## src/rtl/birq_pkg.sv

```systemverilog
package birq_pkg;
  localparam int unsigned WORD_W = 32;
  localparam int unsigned ADDR_W = 12;

  localparam logic [ADDR_W-1:0] OFF_REV     = 12'h000;
  localparam logic [ADDR_W-1:0] OFF_SYSCFG  = 12'h010;
  localparam logic [ADDR_W-1:0] OFF_SYSSTAT = 12'h014;
  localparam logic [ADDR_W-1:0] OFF_ACTIVE  = 12'h040;
  localparam logic [ADDR_W-1:0] OFF_CTRL    = 12'h048;
  localparam logic [ADDR_W-1:0] OFF_THRESH  = 12'h068;
  localparam logic [ADDR_W-1:0] OFF_BANK0   = 12'h088;
  localparam int unsigned       BANK_STRIDE = 32;

  localparam logic [WORD_W-1:0] NO_IRQ_WORD = 32'h0000_0080;
  localparam logic [7:0]        THR_OFF     = 8'hFF;
  localparam logic [7:0]        SRC_PRIO    = 8'h00;

  typedef enum logic [1:0] {
    BR_MSK_CLR = 2'd0,
    BR_MSK_SET = 2'd1,
    BR_SWI_SET = 2'd2,
    BR_SWI_CLR = 2'd3
  } bank_reg_e;

  function automatic logic [ADDR_W-1:0] bank_addr(input int unsigned bank, input bank_reg_e r);
    return ADDR_W'(int'(OFF_BANK0) + int'(bank) * int'(BANK_STRIDE) + int'(r) * 4);
  endfunction
endpackage

```

## src/rtl/birq_bank.sv

```systemverilog
module birq_bank #(
  parameter int unsigned W = 32
) (
  input  logic         clk_i,
  input  logic         rst_ni,
  input  logic         clr_i,
  input  logic         msk_clr_i,
  input  logic         msk_set_i,
  input  logic         swi_set_i,
  input  logic         swi_clr_i,
  input  logic [W-1:0] wdata_i,
  input  logic [W-1:0] src_i,
  output logic [W-1:0] mask_o,
  output logic [W-1:0] swi_o,
  output logic [W-1:0] pend_o
);
  logic [W-1:0] mask_q, swi_q;

  always_ff @(posedge clk_i or negedge rst_ni) begin
    if (!rst_ni) begin
      mask_q <= '1;
    end else if (clr_i) begin
      mask_q <= '1;
    end else if (msk_clr_i) begin
      mask_q <= mask_q & ~wdata_i;
    end else if (msk_set_i) begin
      mask_q <= mask_q | wdata_i;
    end
  end

  always_ff @(posedge clk_i or negedge rst_ni) begin
    if (!rst_ni) begin
      swi_q <= '0;
    end else if (clr_i) begin
      swi_q <= '0;
    end else if (swi_set_i) begin
      swi_q <= swi_q | wdata_i;
    end else if (swi_clr_i) begin
      swi_q <= swi_q & ~wdata_i;
    end
  end

  assign mask_o = mask_q;
  assign swi_o  = swi_q;
  assign pend_o = (src_i | swi_q) & ~mask_q;
endmodule

```

## src/rtl/birq_prio.sv

```systemverilog
module birq_prio #(
  parameter int unsigned N     = 128,
  parameter int unsigned IDX_W = $clog2(N)
) (
  input  logic [N-1:0]     req_i,
  output logic             found_o,
  output logic [IDX_W-1:0] idx_o
);
  // descending scan: the last hit, i.e. the lowest index, wins
  always_comb begin
    found_o = |req_i;
    idx_o   = '0;
    for (int i = int'(N) - 1; i >= 0; i--) begin
      if (req_i[i]) idx_o = IDX_W'(i);
    end
  end
endmodule

```

## src/rtl/birq_srst.sv

```systemverilog
module birq_srst #(
  parameter int unsigned CYCLES = 4
) (
  input  logic clk_i,
  input  logic rst_ni,
  input  logic start_i,
  output logic busy_o
);
  localparam int unsigned CNT_W = (CYCLES > 1) ? $clog2(CYCLES) : 1;

  logic [CNT_W-1:0] cnt_q;
  logic             busy_q;

  always_ff @(posedge clk_i or negedge rst_ni) begin
    if (!rst_ni) begin
      busy_q <= 1'b0;
      cnt_q  <= '0;
    end else if (!busy_q) begin
      if (start_i) begin
        busy_q <= 1'b1;
        cnt_q  <= CNT_W'(CYCLES - 1);
      end
    end else if (cnt_q == '0) begin
      busy_q <= 1'b0;
    end else begin
      cnt_q <= cnt_q - 1'b1;
    end
  end

  assign busy_o = busy_q;
endmodule

```

## src/rtl/bank_irq_ctrl.sv

```systemverilog
module bank_irq_ctrl
  import birq_pkg::*;
#(
  parameter int unsigned NUM_BANKS  = 4,
  parameter int unsigned RST_CYCLES = 4,
  parameter logic [3:0]  REV_MAJOR  = 4'd5,
  parameter logic [3:0]  REV_MINOR  = 4'd0
) (
  input  logic                        clk_i,
  input  logic                        rst_ni,
  input  logic [NUM_BANKS*WORD_W-1:0] src_i,
  input  logic                        req_i,
  input  logic                        we_i,
  input  logic [ADDR_W-1:0]           addr_i,
  input  logic [WORD_W-1:0]           wdata_i,
  output logic [WORD_W-1:0]           rdata_o,
  output logic                        irq_o
);
  localparam int unsigned NSRC  = NUM_BANKS * WORD_W;
  localparam int unsigned IDX_W = $clog2(NSRC);

  logic                            srst_busy, srst_start, soft_clr;
  logic                            wr_ok, ack;
  logic [NUM_BANKS-1:0][WORD_W-1:0] mask, swi;
  logic [NSRC-1:0]                 pend;
  logic                            found;
  logic [IDX_W-1:0]                win;
  logic                            held_v_q;
  logic [IDX_W-1:0]                held_num_q;
  logic [7:0]                      thresh_q;
  logic                            thr_pass;

  assign wr_ok      = req_i & we_i & ~srst_busy;
  assign srst_start = wr_ok && (addr_i == OFF_SYSCFG) && wdata_i[1];
  assign ack        = wr_ok && (addr_i == OFF_CTRL) && wdata_i[0];
  assign soft_clr   = srst_start | srst_busy;

  birq_srst #(.CYCLES(RST_CYCLES)) u_srst (
    .clk_i   (clk_i),
    .rst_ni  (rst_ni),
    .start_i (srst_start),
    .busy_o  (srst_busy)
  );

  for (genvar b = 0; b < NUM_BANKS; b++) begin : g_bank
    logic en_mc, en_ms, en_ss, en_sc;
    assign en_mc = wr_ok && (addr_i == bank_addr(b, BR_MSK_CLR));
    assign en_ms = wr_ok && (addr_i == bank_addr(b, BR_MSK_SET));
    assign en_ss = wr_ok && (addr_i == bank_addr(b, BR_SWI_SET));
    assign en_sc = wr_ok && (addr_i == bank_addr(b, BR_SWI_CLR));

    birq_bank #(.W(WORD_W)) u_bank (
      .clk_i     (clk_i),
      .rst_ni    (rst_ni),
      .clr_i     (soft_clr),
      .msk_clr_i (en_mc),
      .msk_set_i (en_ms),
      .swi_set_i (en_ss),
      .swi_clr_i (en_sc),
      .wdata_i   (wdata_i),
      .src_i     (src_i[b*WORD_W +: WORD_W]),
      .mask_o    (mask[b]),
      .swi_o     (swi[b]),
      .pend_o    (pend[b*WORD_W +: WORD_W])
    );
  end

  birq_prio #(.N(NSRC), .IDX_W(IDX_W)) u_prio (
    .req_i   (pend),
    .found_o (found),
    .idx_o   (win)
  );

  assign thr_pass = (thresh_q == THR_OFF) || (SRC_PRIO < thresh_q);

  always_ff @(posedge clk_i or negedge rst_ni) begin
    if (!rst_ni) begin
      thresh_q <= THR_OFF;
    end else if (soft_clr) begin
      thresh_q <= THR_OFF;
    end else if (wr_ok && (addr_i == OFF_THRESH)) begin
      thresh_q <= wdata_i[7:0];
    end
  end

  // latched number frozen until acknowledge
  always_ff @(posedge clk_i or negedge rst_ni) begin
    if (!rst_ni) begin
      held_v_q   <= 1'b0;
      held_num_q <= '0;
    end else if (soft_clr || ack) begin
      held_v_q   <= 1'b0;
    end else if (!held_v_q && found && thr_pass) begin
      held_v_q   <= 1'b1;
      held_num_q <= win;
    end
  end

  assign irq_o = held_v_q;

  always_comb begin
    rdata_o = '0;
    if (req_i && !we_i) begin
      case (addr_i)
        OFF_REV:     rdata_o = {{(WORD_W-8){1'b0}}, REV_MAJOR, REV_MINOR};
        OFF_SYSCFG:  rdata_o = {{(WORD_W-2){1'b0}}, srst_busy, 1'b0};
        OFF_SYSSTAT: rdata_o = {{(WORD_W-1){1'b0}}, ~srst_busy};
        OFF_ACTIVE:  rdata_o = held_v_q ? {{(WORD_W-IDX_W){1'b0}}, held_num_q} : NO_IRQ_WORD;
        OFF_THRESH:  rdata_o = {{(WORD_W-8){1'b0}}, thresh_q};
        default: begin
          for (int b = 0; b < int'(NUM_BANKS); b++) begin
            if (addr_i == bank_addr(b, BR_MSK_CLR) || addr_i == bank_addr(b, BR_MSK_SET))
              rdata_o = mask[b];
            if (addr_i == bank_addr(b, BR_SWI_SET) || addr_i == bank_addr(b, BR_SWI_CLR))
              rdata_o = swi[b];
          end
        end
      endcase
    end
  end
endmodule

```

## config.mk

```make
export PLATFORM = sky130hd
export DESIGN_NAME = bank_irq_ctrl
export DESIGN_NICKNAME = d
export VERILOG_FILES = /design/src/rtl/birq_pkg.sv /design/src/rtl/birq_bank.sv /design/src/rtl/birq_prio.sv /design/src/rtl/birq_srst.sv /design/src/rtl/bank_irq_ctrl.sv
export SDC_FILE = /design/constraint.sdc
export NUM_CORES = 1
export LEC_CHECK = 0
export ABC_AREA = 1
export BUFFER_PORTS_ARGS = -buffer_cell sky130_fd_sc_hd__buf_4
export CORE_MARGIN = 2
export CORE_UTILIZATION = 50
export DETAILED_ROUTE_END_ITERATION = 16
export PLACE_DENSITY = 0.69
export SLEW_MARGIN = 20
export SYNTH_ARGS = -nofsm -noshare
export SYNTH_HDL_FRONTEND = slang
export SYNTH_HIERARCHICAL = 1
export SYNTH_SLANG_ARGS = --single-unit
```

## constraint.sdc

```tcl
create_clock -name clk_i -period 7.1 [get_ports clk_i]
set_input_delay 0.355 -clock clk_i [delete_from_list [all_inputs] [get_ports clk_i]]
set_output_delay 0.355 -clock clk_i [all_outputs]
set_load 0.01 [all_outputs]
```

# Word level (Yosys, flattened, before mapping)
# Cells that the tools add are included.
[word_totals] register_bits=275 out_inout_bits=33 inputBits=176 elab_cells=297
[classes] reduce_logical=52 n_mux=173 n_eq_ne=23 order_cmp=1 n_addsub=1 bitwise=34
[op_table] cell="$mux 32" count=33
[op_table] cell="$mux 7" count=128
[op_table] cell="$and 32x32->32" count=12
[op_table] cell="$or 32x32->32" count=12
[op_table] cell="$eq 12x8->1 const B" count=16
[op_table] cell="$not 32->32" count=5
[op_table] cell="$pmux 32 s5" count=1
[op_table] cell="$reduce_or 128->1" count=1
[op_table] cell="$eq 12x7->1 const B" count=3
[op_table] cell="$eq 12x5->1 const B" count=2
[op_table] cell="$logic_and 1x1->1" count=24
[op_table] cell="$mux 8" count=3
[op_table] cell="$reduce_bool 3->1" count=8
[op_table] cell="$logic_not 12->1" count=1
[op_table] cell="$logic_or 1x1->1" count=10
[op_table] cell="$eq 8x8->1 const B" count=1
[op_table] cell="$lt 1x8->1 const A" count=1
[op_table] cell="$mux 2" count=3
[op_table] cell="$reduce_bool 2->1" count=3
[op_table] cell="$mux 1" count=5
[op_table] cell="$reduce_and 2->1" count=2
[op_table] cell="$and 1x1->1" count=2
[op_table] cell="$logic_not 1->1" count=2
[op_table] cell="$logic_not 2->1" count=1
[op_table] cell="4 further kinds" count=5

# Logic depth before layout (Yosys ltp)
# Gate-level depths: netlist of run 1.
[depth] depth_word=130 depth_mapped=131 ltp_nobuf=131

# Hierarchy
# The synthesis of run 1 kept the hierarchy.
[modules_own_cells] module="birq_bank" area_per_inst_um2=3507.1 instances=4 seq_area_each_um2=1641.6 cells_per_inst=511
[modules_own_cells] module="bank_irq_ctrl" area_per_inst_um2=4241.6 instances=1 seq_area_each_um2=410.4 cells_per_inst=843
[modules_own_cells] module="birq_prio" area_per_inst_um2=1968.1 instances=1 seq_area_each_um2=0.0 cells_per_inst=478
[modules_own_cells] module="birq_srst" area_per_inst_um2=162.7 instances=1 seq_area_each_um2=75.1 cells_per_inst=22

# Worst setup path before layout of run 1
# No wires, ideal clock.
[synth_timing] path_type="flip-flop to flip-flop" from="register g_bank[3].u_bank.mask_q[30]" to="register held_num_q[0]" stages_incl_launch_ff=131 period_less_slack_ns=6.138 slack_ns=0.962 setup_time_ns=0.067 arrival_ns=6.072 required_time_ns=7.033 path_buffers=0 path_cell_list="dfstp_2 > nor2_1 > inv_1 > nand2_1 > nand2_1 > nand2_1 > nand2_1 > nand2_1 > nand2_1 > nand2_1 > nand2_1 > nand2_1 > nand2_1 > nand2_1 > nand2_1 > nand2_1 > nand2_1 > nand2_1 > [... 95 more ...] > nand2_1 > nand2_1 > nand2_1 > nand2_1 > nand2_1 > nand2_1 > nand2_1 > nand2_1 > nand2_1 > nand2_1 > nand2_1 > nand2_1 > nand2_1 > nand2_1 > nand2_1 > a21oi_2 > nand3_1 > nand2_1"
[synth_between] elab_chain_cells=129 elab_cells_between_ends=133 classes_between="127 x mux; 2 x bitwise; 4 x reduce/logical"
[synth_rtl] element="start, declared" line="birq_bank.sv:17" rtl="logic [W-1:0] mask_q, swi_q;"
[synth_rtl] element="start signal, assigned" line="birq_bank.sv:25" rtl="mask_q <= mask_q & ~wdata_i;"
[synth_rtl] element="start signal, assigned" line="birq_bank.sv:27" rtl="mask_q <= mask_q | wdata_i;"
[synth_rtl] element="$not 32->32" line="birq_bank.sv:45" rtl="assign pend_o = (src_i | swi_q) & ~mask_q;"
[synth_rtl] element="$and 32x32->32" line="birq_bank.sv:45"
[synth_rtl] element="via pend[126]" line="bank_irq_ctrl.sv:25" rtl="logic [NSRC-1:0] pend;"
[synth_rtl] element="$mux 7 (127 in a row)" line="birq_prio.sv:14" rtl="if (req_i[i]) idx_o = IDX_W'(i);"
[synth_rtl] element="via win[0]" line="bank_irq_ctrl.sv:27" rtl="logic [IDX_W-1:0] win;"
[synth_rtl] element="end signal, assigned" line="bank_irq_ctrl.sv:95" rtl="held_num_q <= win;"
[synth_rtl] element="end, declared" line="bank_irq_ctrl.sv:29" rtl="logic [IDX_W-1:0] held_num_q;"
# The timed path passes the listed nets, and every way through them passes these cells.
# A chain may end at the register's enable or synchronous reset.

# Worst setup path after layout of run 1
# Ends and elaborated chain as after synthesis.

==> flow_metrics.tcl, run 1 <==
set metrics [dict create \
    status "complete, but fails checks" \
    violations "negative setup slack" \
    period_minus_slack_ns 7.22 \
    crit_path_end_kind "register" \
    path_clk_slew_ns 0.06 \
    clock_latency_ns 0.56 \
    max_freq_mhz 138 \
    rows 73 \
    grt_max_degree 86 \
    cp-start-kind "register" \
    reg2reg_depth 130 \
    pwr-share-comb_pct 10.3 \
    cts_buffers 35 \
    drc_errors 0 \
    syn_inst 3387 \
    die_area_um2 42400 \
    syn2layout_area_growth_pct 13.7 \
    synth-adder-area-share_pct 0.0613 \
    design_power_total_w 0.00396 \
    synth_warnings 6 \
    switchingPower_w 0.00106 \
    crit_path_frequent_cell "nand2_1" \
    synth_compound_area_share_pct 9.57 \
    tightest_slew_ns 1.09 \
    seq_power_share_pct 41.2 \
    internal-power_w 0.00289 \
    avgSynthCellArea_um2 6.02 \
    synth_xor_area_share_pct 0 \
    required_ns 7.60 \
    avgViaCountPerCell 5.57 \
    cts_tree "yes" \
    p_clk_share_pct 48.5 \
    grt_pass1_vias 20700 \
    die_h_um 206 \
    synth-simple-area-share_pct 43.0 \
    cts_buffer_depth 3 \
    grt_pass1_wl_um 123000 \
    fp.dieW_um 206 \
    io_pins 209 \
    dpl.hpwl_um 53400 \
    skew_ns 0.0287 \
    htree_levels 2 \
    antenna_found_initial 2 \
    cp_max_fo 2 \
    timing.final.crit_share_pct 102 \
    vdd_drop_max_v 0.000144 \
    synthFlopType "dfrtp_1" \
    crit_slowest_cell "dfstp_2" \
    synth_top_family_by_area "simple AND/OR/NAND/NOR gates" \
    fin_area_um2 23200 \
    hold_depth 4 \
    wirelength_um 81100 \
    swShare_pct 26.9 \
    num_vias 22600 \
    setup_tns_ns -0.124 \
    wl_per_cell_um 19.9 \
    final_cell_mix "1,473 x nand2_1, 364 x nor2_1, 355 x inv_1" \
    p_per_area_nw_per_um2 171 \
    ant_nets 0 \
    maxCapViolCount 0 \
    num-nets-final 3688 \
    clockRootBuffer "clkbuf_16" \
    muxShareOfSynthArea_pct 0 \
    hold_ws_ns 0.206 \
    fin_ws_ns -0.124 \
    initial_core_util_pct 51.0 \
    synth-edff-count 0 \
    rsz0062_at_grt "true" \
    hold_viol_final 0 \
    ys_types 38 \
    setup_viol 1 \
    max_stage_delay_ns 0.54 \
    critPathKind "register to register" \
    leakagePower_nw 13.4 \
    placed_area_um2 22000 \
    ys_seq_elements 275 \
    numPortBuffers 208 \
    synth_area_um2 20400 \
    drt-initial-drc-count 2922 \
    layout_commonest_cell "nand2_1" \
    dr.pass1.iters 8 \
    ys_seq_area_share_pct 34.6 \
    grt_usage_pct 38.4 \
    grt_overflow 0 \
    slew_headroom_pct 27.1 \
    synth_nets 3564 \
    synthArstFlopShare_pct 100 \
    worstHoldPathType "input port to register" \
    core_area_um2 40000 \
    cts_sinks 275 \
    critical_path_arrival_ns 7.72 \
    finalMaxSlewViolations 0 \
    gp_congestion 0.969 \
    drive_gt1_share_pct 15.2 \
]
[area by class of cell]
type	instances	area [µm²]
diodes	2	5.00
fillers	3997	16800
multi-input cells	2553	10800
clock inverters	10	164
clock buffers	52	1040
flip-flops and latches	275	7050
repair buffers	240	1810
well taps	525	657
inverters	406	1630
[final timing paths]
check	from	end	slack, ns
worst max-delay path	g_bank[3].u_bank/mask_o[30]	held_num_q[0]	-0.12
worst min register to register	g_bank[2].u_bank/mask_o[19]	g_bank[2].u_bank/mask_o[19]	0.47
max in group asynchronous	rst_ni	g_bank[3].u_bank/swi_o[2]	5.22
min in group asynchronous	rst_ni	g_bank[1].u_bank/swi_o[20]	0.40
worst min-delay path	wdata_i[1]	g_bank[0].u_bank/mask_o[1]	0.21
worst max register to register	g_bank[3].u_bank/mask_o[30]	held_num_q[0]	-0.12
[power by group through the flow]
stage                     Combinational [W]  Clock (W)  Sequential (W)
final                              0.000408    0.00192         0.00163
after global routing               0.000448    0.00201         0.00163
after CTS                          0.000403    0.00194         0.00163
after detailed placement           0.000401          0         0.00165
after global placement             0.000396          0         0.00165
after floorplan                    0.000159          0         0.00164
[registers in the layout, summed over array words and instances, names as in the netlist]
register              flops
g_bank.u_bank/swi_o     128
g_bank.u_bank/mask_o    128
held_num_q                7
irq_o                     1
u_srst/cnt_q              2
u_srst/busy_o             1
thresh_q                  8
[routing by layer]
| metal | track usage [%] | vias up | share of wire (%) |
|---|---|---|---|
| met5 | 0 | - | 0.012 |
| met4 | 23.3 | 2 | 6.7 |
| met3 | 8.09 | 215 | 11 |
| met2 | 55.1 | 1182 | 42 |
| met1 | 52.8 | 10500 | 41 |
| li1 | - | 10700 | - |
[worst max-delay path, delay by kind of cell, from the launching register on]
family                 cells  cell delay (ns)
and+or+nand+nor          128             6.48
buffers and inverters      1             0.05
DFF                        1             0.54
AOI/OAI and AO/OA          1             0.11
[cells in the mapped netlist, drive strengths merged (7+ instances only)]
library cell	instances	area (µm²)
nand2	1495	5690
dfrtp	139	3480
nand3	198	1000
a21oi	320	1610
nor4	9	56.3
buf	125	866
dfstp	136	3570
nor2	390	1540
nor3	10	55.1
inv	399	1510
nand4	69	447
clkbuf	28	105
bufinv	7	123
o21ai	45	225
[metrics by stage]
step	cells	util, %	setup slack [ns]
floorplan	3387	-	0.962
global placement	3998	54.9	-0.107
detailed placement	3998	54.9	-0.141
CTS	4061	57.9	-0.0331
global route	4062	58.0	-1.40
finish	4063	58.0	-0.124
[repair_timing]
action	4_1_cts	5_1_grt
pin swaps	1	3
setup buffers	0	0
gates resized for setup	2	2
hold endpoints to repair	40	0
setup endpoints to repair	1	1
hold buffers	1	0
[logic make-up after synthesis]
family	count (synthesis)
fa+ha+maj	1
buf+inv	559
compound gates	381
flops	275
simple gates	2171
(Power assumes the default switching activity.)
==> inputs of run 2 (changes only) <==
--- a/config.mk
+++ b/config.mk
@@ -8,9 +8,10 @@
 export ABC_AREA = 1
 export BUFFER_PORTS_ARGS = -buffer_cell sky130_fd_sc_hd__buf_4
 export CORE_MARGIN = 2
-export CORE_UTILIZATION = 50
+export CORE_UTILIZATION = 54
 export DETAILED_ROUTE_END_ITERATION = 16
-export PLACE_DENSITY = 0.69
+export PLACE_DENSITY = 0.74
+export RECOVER_POWER = 50
 export SLEW_MARGIN = 20
 export SYNTH_ARGS = -nofsm -noshare
 export SYNTH_HDL_FRONTEND = slang
==> run 2 against run 1 <==
Effect of this change: die area decreased by 7.3%; the flow finishes with violations (max-capacitance violations, max-slew violations, negative setup slack); final cell count decreased by 0.27%; first-iteration DRC count decreased by 7.7%; hold slack improved by 0.0016 ns.
==> flow_metrics.tcl, run 2 (same netlist as run 1, synthesis figures left out) <==
set metrics [dict create \
    syn2layout_area_growth_pct 13.1 \
    crit_start "g_bank[3].u_bank/mask_o[30]" \
    required_ns 7.60 \
    drt-initial-drc-count 2696 \
    cts_tree "yes" \
    finalMaxSlewViolations 282 \
    max_stage_delay_ns 0.53 \
    worstHoldPathType "input port to register" \
    maxCapViolCount 4 \
    drive_gt1_share_pct 15.1 \
    cp-start-kind "register" \
    grt_usage_pct 40.8 \
    status "complete, but fails checks" \
    grt_pass1_wl_um 121000 \
    dp_cells 3985 \
    rsz0062_at_grt "true" \
    post-place-ws_ns -0.0795 \
    wirelength_um 80500 \
    skew_ns 0.0244 \
    layout_commonest_cell "nand2_1" \
    cts_buffer_depth 3 \
    timing.final.crit_share_pct 101 \
    grt_pass1_vias 20700 \
    die_h_um 198 \
    numPortBuffers 208 \
    p_per_area_nw_per_um2 166 \
    max_freq_mhz 140 \
    grt_max_degree 86 \
    final_cell_mix "1,472 x nand2_1, 365 x nor2_1, 355 x inv_1" \
    cts_sinks 275 \
    ant_nets 0 \
    antenna_found_initial 4 \
    rows 71 \
    reg2reg_depth 130 \
    cp_max_fo 2 \
    drc_errors 0 \
    rr_startpoint "g_bank[3].u_bank/mask_o[30]" \
    cts_buffers 36 \
    wl_per_cell_um 19.9 \
    gp_congestion 0.948 \
    leakagePower_nw 13.4 \
    slew_headroom_pct -238 \
    hold_depth 4 \
    period_minus_slack_ns 7.16 \
    htree_levels 2 \
    setup_viol 1 \
    setup_tns_ns -0.0562 \
    avgViaCountPerCell 5.66 \
    num-nets-final 3690 \
    core_area_um2 37400 \
    fin_ws_ns -0.0562 \
    crit_path_end_kind "register" \
    num_vias 22900 \
    crit_path_frequent_cell "nand2_1" \
    finalNonFillerCells 4052 \
    die_area_um2 39400 \
    dr.pass1.iters 8 \
    clock_latency_ns 0.56 \
    crit_slowest_cell "dfstp_2" \
    hold_viol_final 0 \
    critical_path_arrival_ns 7.65 \
    vdd_drop_max_v 0.000125 \
    hp-start "wdata_i[3]" \
    critPathKind "register to register" \
    dpl.hpwl_um 53000 \
    path_clk_slew_ns 0.06 \
    io_pins 209 \
    clockRootBuffer "clkbuf_16" \
    tightest_slew_ns 5.07 \
    initial_core_util_pct 54.5 \
    grt_overflow 0 \
    violations "max-capacitance violations, max-slew violations, negative setup slack" \
    hold_ws_ns 0.207 \
    postCtsSetupBuffers 0 \
    fp.dieW_um 198 \
]
-- run 2: cell types whose count changed in the layout (fill, tap and decap cells not counted), sizes merged --
cell and delta:
clkinv +3, clkbuf +8, bufinv -4, inv +1
buf -4, diode -1
-- run 2: routing by layer --
metal  track usage, %  up-vias  part of all wire [%]
li1                 -    10700                     -
met1             55.5    10600                    40
met2             58.7     1359                    41
met3             10.2      210                    12
met4             23.8        4                   6.7
met5                0        -                 0.034
-- run 2: worst max-delay path, delay by kind of cell, from the launching register on --
kind            cells  cell delay [ns]
buf+inv             1             0.04
simple gates      128             6.40
flops               1             0.53
compound gates      1             0.11
-- run 2: metrics by stage --
step | cell area, µm² | utilization [%] | total power (W)
2_1_floorplan | 20400 | - | 0.00180
3_3_place_gp | 21900 | 58.7 | 0.00204
3_5_place_dp | 21900 | 58.7 | 0.00205
4_1_cts | 23100 | 61.8 | 0.00385
5_1_grt | 23100 | 61.7 | 0.00396
6_report | 23100 | 61.7 | 0.00384
-- run 2: report_power, final --
part	leakage, nW	switching, W	internal (W)
logic	9.44	0.000274	0.000129
registers	3.37	0.0000286	0.00160
clock network	0.568	0.000752	0.00105
total	13.4	0.00105	0.00278
-- run 2: layout make-up --
class,instances,area [µm²]
timing repair buffer,241,1800
tap,511,639
clock buffer,55,1080
inverter,406,1630
sequential,275,7050
fill,3661,14300
multi-input combinational,2553,10800
antenna,1,2.50
clock inverter,10,60.1
-- run 2: final timing paths --
path / end / slack (ns)
worst min-delay path: g_bank[1].u_bank/mask_o[3] / 0.21
worst min register to register: g_bank[0].u_bank/mask_o[4] / 0.47
worst max register to register: held_num_q[0] / -0.06
min in group asynchronous: g_bank[1].u_bank/swi_o[12] / 2.18
worst max-delay path: held_num_q[0] / -0.06
max in group asynchronous: g_bank[3].u_bank/swi_o[27] / 1.19
-- run 2: what timing repair did --
action | CTS | global route
pin swaps | 0 | 2
hold endpoints to repair | 40 | 0
hold buffers | 1 | 0
gates resized for setup | 1 | 4
setup endpoints to repair | 1 | 1
